$ cat src/rtl/stretch_pkg.sv
`timescale 1ns/1ps
package stretch_pkg;
  typedef enum logic [1:0] {
    KIND_ADDR_RD = 2'b00,
    KIND_RX      = 2'b01,
    KIND_TX      = 2'b10
  } kind_e;

  typedef struct packed {
    logic latchKind;
    logic cntClear;
    logic cntInc;
    logic setStatus;
  } strobes_t;
endpackage

$ cat src/rtl/stretch_datapath.sv
`timescale 1ns/1ps
module stretch_datapath #(
  parameter int CNT_W = 16
) (
  input  logic                      clk,
  input  logic                      rstN,
  input  stretch_pkg::strobes_t     strobes,
  input  stretch_pkg::kind_e        reqKind,
  input  logic                      txEmpty,
  input  logic                      rxFull,
  input  logic [CNT_W-1:0]          timeoutLimit,
  input  logic                      clrStatus,
  output logic                      reqBlocked,
  output logic                      heldBlocked,
  output stretch_pkg::kind_e        heldKind,
  output logic                      cntAtLimit,
  output logic                      statusTimeout
);
  import stretch_pkg::*;

  logic [CNT_W-1:0] holdCnt;

  function automatic logic blockedFor(kind_e k, logic txE, logic rxF);
    return (k == KIND_RX) ? rxF : txE;
  endfunction

  assign reqBlocked  = blockedFor(reqKind, txEmpty, rxFull);
  assign heldBlocked = blockedFor(heldKind, txEmpty, rxFull);
  assign cntAtLimit  = (holdCnt >= timeoutLimit);

  always_ff @(posedge clk) begin
    if (!rstN) begin
      heldKind <= KIND_ADDR_RD;
    end else if (strobes.latchKind) begin
      heldKind <= reqKind;
    end
  end

  // counter saturates at the limit so a disabled timeout never wraps
  always_ff @(posedge clk) begin
    if (!rstN) begin
      holdCnt <= '0;
    end else if (strobes.cntClear) begin
      holdCnt <= '0;
    end else if (strobes.cntInc && !cntAtLimit) begin
      holdCnt <= holdCnt + 1'b1;
    end
  end

  // set wins over a simultaneous clear
  always_ff @(posedge clk) begin
    if (!rstN) begin
      statusTimeout <= 1'b0;
    end else if (strobes.setStatus) begin
      statusTimeout <= 1'b1;
    end else if (clrStatus) begin
      statusTimeout <= 1'b0;
    end
  end
endmodule

$ cat src/rtl/stretch_control.sv
`timescale 1ns/1ps
module stretch_control (
  input  logic                  clk,
  input  logic                  rstN,
  input  logic                  reqValid,
  input  stretch_pkg::kind_e    reqKind,
  input  logic                  reqBlocked,
  input  logic                  heldBlocked,
  input  stretch_pkg::kind_e    heldKind,
  input  logic                  cntAtLimit,
  input  logic                  stretchEn,
  input  logic                  timeoutEn,
  input  logic                  swNack,
  output stretch_pkg::strobes_t strobes,
  output logic                  holdScl,
  output logic                  respValid,
  output logic                  respAck,
  output logic                  respReplay
);
  import stretch_pkg::*;

  typedef enum logic {ST_IDLE, ST_HOLD} state_e;
  state_e state, stateNxt;
  logic respValidNxt, respAckNxt, respReplayNxt;

  always_comb begin
    stateNxt      = state;
    strobes       = '0;
    respValidNxt  = 1'b0;
    respAckNxt    = 1'b0;
    respReplayNxt = 1'b0;
    unique case (state)
      ST_IDLE: begin
        if (reqValid) begin
          if (!reqBlocked) begin
            respValidNxt = 1'b1;
            respAckNxt   = !(reqKind == KIND_RX && swNack);
          end else if (!stretchEn) begin
            respValidNxt = 1'b1;
          end else begin
            stateNxt          = ST_HOLD;
            strobes.latchKind = 1'b1;
            strobes.cntClear  = 1'b1;
          end
        end
      end
      ST_HOLD: begin
        if (!heldBlocked) begin
          stateNxt     = ST_IDLE;
          respValidNxt = 1'b1;
          respAckNxt   = !(heldKind == KIND_RX && swNack);
        end else if (timeoutEn && cntAtLimit) begin
          stateNxt          = ST_IDLE;
          strobes.setStatus = 1'b1;
          respValidNxt      = 1'b1;
          respAckNxt        = (heldKind == KIND_TX);
          respReplayNxt     = (heldKind == KIND_TX);
        end else begin
          strobes.cntInc = 1'b1;
        end
      end
      default: stateNxt = ST_IDLE;
    endcase
  end

  always_ff @(posedge clk) begin
    if (!rstN) begin
      state      <= ST_IDLE;
      respValid  <= 1'b0;
      respAck    <= 1'b0;
      respReplay <= 1'b0;
    end else begin
      state      <= stateNxt;
      respValid  <= respValidNxt;
      respAck    <= respAckNxt;
      respReplay <= respReplayNxt;
    end
  end

  assign holdScl = (state == ST_HOLD);
endmodule

$ cat src/rtl/i2c_stretch_ctrl.sv
`timescale 1ns/1ps
module i2c_stretch_ctrl #(
  parameter int CNT_W = 16
) (
  input  logic             clk,
  input  logic             rstN,
  input  logic             reqValid,
  input  logic [1:0]       reqKind,
  input  logic             txEmpty,
  input  logic             rxFull,
  input  logic             stretchEn,
  input  logic             timeoutEn,
  input  logic [CNT_W-1:0] timeoutLimit,
  input  logic             swNack,
  input  logic             clrStatus,
  output logic             holdScl,
  output logic             respValid,
  output logic             respAck,
  output logic             respReplay,
  output logic             statusTimeout
);
  import stretch_pkg::*;

  strobes_t strobes;
  kind_e    kindIn, heldKind;
  logic     reqBlocked, heldBlocked, cntAtLimit;

  assign kindIn = kind_e'(reqKind);

  stretch_datapath #(.CNT_W(CNT_W)) datapath_i (
    .clk(clk), .rstN(rstN), .strobes(strobes), .reqKind(kindIn),
    .txEmpty(txEmpty), .rxFull(rxFull), .timeoutLimit(timeoutLimit),
    .clrStatus(clrStatus), .reqBlocked(reqBlocked), .heldBlocked(heldBlocked),
    .heldKind(heldKind), .cntAtLimit(cntAtLimit), .statusTimeout(statusTimeout)
  );

  stretch_control control_i (
    .clk(clk), .rstN(rstN), .reqValid(reqValid), .reqKind(kindIn),
    .reqBlocked(reqBlocked), .heldBlocked(heldBlocked), .heldKind(heldKind),
    .cntAtLimit(cntAtLimit), .stretchEn(stretchEn), .timeoutEn(timeoutEn),
    .swNack(swNack), .strobes(strobes), .holdScl(holdScl),
    .respValid(respValid), .respAck(respAck), .respReplay(respReplay)
  );
endmodule

$ cat config.mk
export PLATFORM = sky130hd
export DESIGN_NAME = i2c_stretch_ctrl
export DESIGN_NICKNAME = d
export VERILOG_FILES = /design/src/rtl/stretch_pkg.sv /design/src/rtl/stretch_datapath.sv /design/src/rtl/stretch_control.sv /design/src/rtl/i2c_stretch_ctrl.sv
export SDC_FILE = /design/constraint.sdc
export NUM_CORES = 1
export LEC_CHECK = 0
export ABC_CLOCK_PERIOD_IN_PS = 4600
export BUFFER_PORTS_ARGS = -buffer_cell sky130_fd_sc_hd__buf_2
export CORE_MARGIN = 2
export CORE_UTILIZATION = 30
export CTS_BUF_LIST = sky130_fd_sc_hd__clkbuf_2
export DETAILED_ROUTE_END_ITERATION = 8
export PLACE_DENSITY = 0.58
export SETUP_SLACK_MARGIN = 0.4
export SLEW_MARGIN = 0
export SYNTH_ARGS = -nofsm -noshare
export SYNTH_HDL_FRONTEND = slang
export SYNTH_SLANG_ARGS = --single-unit
$ cat constraint.sdc
create_clock -name clk -period 4.6 [get_ports clk]
set_clock_uncertainty 0.1 [all_clocks]
set_input_delay 0.69 -clock clk [delete_from_list [all_inputs] [get_ports clk]]
set_output_delay 0.69 -clock clk [all_outputs]
set_load 0.005 [all_outputs]
==> flow_metrics.py <==
metrics = {
    "logic_synthesis": {
        "syn-num-nets": 226,
        "synth.top_cell.area_share_pct": 30.46,
        "synth_edf_count": 0,
        "synth_area_um2": 1511,
        "synth_cell_types": 41,
        "ys_seq_elements": 23,
        "synthCells": 182,
        "async_flop_share_pct": 0,
        "postSynthAreaPerCell_um2": 8.305,
        "synth.largest_area_cell": "dfxtp_1",
        "yosys_warnings": 0,
        "synthTopCellsByArea": "dfxtp_1 (30%), ha_1 (14%), nand4_1 (5.0%)",
        "synthFlopType": "dfxtp_1",
        "yosysSeqAreaShare_pct": 30.46,
    },
    "worst_setup_path": {
        "cp.required_ns": 4.78,
        "critPathMaxStageDelay_ns": 0.46,
        "cp_num_buf_inv": 1,
        "start_kind": "register",
        "path_class": "reg -> reg",
        "worst_setup_path_end_kind": "register",
        "critPathTopFamily": "compound AO/OA/AOI/OAI gates",
        "path_cells": "inv_1, ha_1, nand2b_1, a2111oi_0, o32a_1, nand4_1, or3_1, a21oi_1",
        "crit_path_top_delay_cell": "o32a_1",
        "arrival_ns": 2.90,
        "cp_max_fo": 10,
    },
    "detailed_routing": {
        "drc_errors": 0,
        "vias_per_cell": 4.826,
        "vias": 1356,
        "drtIter0Drc": 33,
        "wl_per_cell_um": 11.03,
        "wirelength_mm": 3.100,
        "ant_nets": 0,
        "first_pass_iters": 4,
    },
    "status": {
        "status": "finished, final reports clean",
    },
    "finish": {
        "areaGrowthSynthToFinish_pct": 16.14,
        "nNetsFinal": 259,
        "fill_cells": 524,
        "n_antenna_cell": 0,
        "fin_util_pct": 36.68,
        "stdcell_area_um2": 1755,
        "drive_gt1_share_pct": 20.09,
    },
    "clock_tree": {
        "cts_hold_buffers": 0,
        "clk_pin_slew_worst_paths_ns": 0.21,
        "cts_setup_buffers": 0,
        "clockBufferDepth": 2,
        "htreeDepth": 1,
        "cts.sinks": 23,
        "insertion_delay_ns": 0.33,
        "post_cts_resized": 0,
        "cts_root_buffer": "clkbuf_2",
        "cts_tree": "done",
        "cts_buffers": 3,
    },
    "power_and_ir_drop": {
        "p_comb_share_pct": 12.6,
        "powerDensity_nw_per_um2": 186.5,
        "finalPower_mw": 0.3275,
        "seq_power_share_pct": 62.3,
        "ir_drop_v": 0.0001206,
        "power.net_switching_mw": 0.08187,
        "intPower_mw": 0.2456,
        "p_sw_share_pct": 25.00,
        "pwr-share-clk_pct": 25.2,
        "cellLeakagePower_nw": 0.7982,
    },
    "timing": {
        "fin_crit_sh_pct": 59.12,
        "finalSetupViolCount": 0,
        "fmax_ghz": 0.3677,
        "report.final.slew_viol_count": 0,
        "maxSlewHeadroom_pct": 59.55,
        "period_needed_ns": 2.720,
        "fin_hold_ws_ns": 0.4101,
        "rsz0062_at_grt": "false",
        "setup_tns_ns": 0,
        "finalHoldViolations": 0,
        "tightest_slew_ns": 0.6067,
    },
    "die": {
        "die-area_um2": 5622,
        "fp.dieH_um": 74.98,
        "die_w_um": 74.98,
        "coreArea_um2": 4786,
        "initial_core_util_pct": 31.58,
        "row_count": 25,
        "io_pins": 32,
    },
    "global_route": {
        "grt_start_max_net_pins": 17,
        "grtUsageTotal_pct": 11.74,
        "grt_pass1_wl_mm": 5.140,
        "antenna_found_initial": 0,
        "grt_overflow": 0,
        "first_global_vias": 1186,
    },
    "placement": {
        "portBuffers": 31,
        "dpl-instance-area_um2": 1735,
        "place.gp.congestion": 0.7538,
        "hpwlAfterDp_mm": 2.433,
    },
    "run": {
        "maxCapViolCount": 0,
    },
    "worst_hold_path": {
        "hold_class": "reg -> reg",
    },
}
power by group through the flow:
stage | sequential, mW | clock, mW | combinational, mW
after detailed placement | 0.208 | 0 | 0.0414
after floorplan | 0.208 | 0 | 0.0234
after global routing | 0.205 | 0.0966 | 0.0475
after CTS | 0.204 | 0.0881 | 0.0418
final | 0.204 | 0.0824 | 0.0412
after global placement | 0.208 | 0 | 0.0415
worst paths after layout:
kind / slack, ns / from / endpoint / depth (start not counted)
max: 1.88 / datapath_i.holdCnt[0]$_SDFFE_PP0P_ / datapath_i.holdCnt[15]$_SDFFE_PP0P_ / 8
min: 0.41 / datapath_i.holdCnt[15]$_SDFFE_PP0P_ / datapath_i.holdCnt[15]$_SDFFE_PP0P_ / 2
max reg2reg: 1.88 / datapath_i.holdCnt[0]$_SDFFE_PP0P_ / datapath_i.holdCnt[15]$_SDFFE_PP0P_ / 8
min reg2reg: 0.41 / datapath_i.holdCnt[15]$_SDFFE_PP0P_ / datapath_i.holdCnt[15]$_SDFFE_PP0P_ / 2
cell type report:
cell class / count / area [µm²] / share of cell area [%]
multi-input combinational: 138 / 968.4 / 55.17
sequential: 23 / 460.4 / 26.23
timing repair buffer: 31 / 155.1 / 8.838
tap: 67 / 83.83 / 4.775
inverter: 18 / 67.56 / 3.849
clock buffer: 4 / 20.02 / 1.140
logic make-up after synthesis:
| kind of cell | after synthesis | share of synthesized area [%] |
|---|---|---|
| compound gates | 33 | 13.66 |
| xor+xnor | 7 | 4.056 |
| fa+ha+maj | 17 | 14.07 |
| buf+inv | 21 | 5.463 |
| flops | 23 | 30.46 |
| mux | 4 | 2.649 |
| simple gates | 77 | 29.64 |
cells in the final DEF, fill, tap and decap left out, drive strengths merged, types with 3 or more instances in the layout:
master / Yosys / layout
buf: 2 / 31
dfxtp: 23 / 23
inv: 18 / 18
ha: 17 / 17
nor2: 14 / 14
nand4: 12 / 12
o21ai: 11 / 11
nand2: 11 / 11
a21oi: 10 / 10
nand3: 7 / 7
or3: 6 / 6
nand2b: 5 / 5
and3: 4 / 4
nor2b: 4 / 4
mux2i: 4 / 4
xor2: 4 / 4
clkbuf: 1 / 4
nor3: 3 / 3
xnor2: 3 / 3
state kept, by name, summed over array words and instances, names as in the netlist:
| register | count |
|---|---|
| datapath_i.holdCnt | 16 |
| datapath_i.heldKind | 2 |
| control_i.respAck | 1 |
| control_i.respValid | 1 |
| control_i.holdScl | 1 |
| datapath_i.statusTimeout | 1 |
| control_i.respReplay | 1 |
cell usage after synthesis (2+ instances only):
cell type and count:
dfxtp_1 23, o21ai_0 10, nor3_1 3, o211ai_1 2, nor2_1 14, xor2_1 4
nor2b_1 4, xnor2_1 3, ha_1 17, a31oi_1 2, or4_1 2, inv_1 18
nand3_1 7, or2_2 2, or3_1 6, nand2_1 10, nand4_1 12, nand2b_1 5
and3_1 4, a21oi_1 10, mux2i_1 4
tightest hold or removal path: stages (launching register included):
cell     delay (ns)
dfxtp_1        0.37
o21ai_0        0.07
a21oi_1        0.06
stage by stage:
step           worst slack (ns)  instances
6_report                  1.880        281
5_1_grt                   1.596        281
4_1_cts                   1.867        281
3_5_place_dp              1.556        277
3_3_place_gp              1.556        277
2_1_floorplan             1.902        182
per-layer routing:
layer	GRT usage (%)	vias up	share of wire (%)	routed length, µm
li1	-	718	-	-
met1	15.81	614	49	1529
met2	18.81	22	47	1452
met3	2.811	2	2.9	91
met4	3.175	0	0.87	27
met5	0	-	0	0
(Power assumes the default switching activity.)
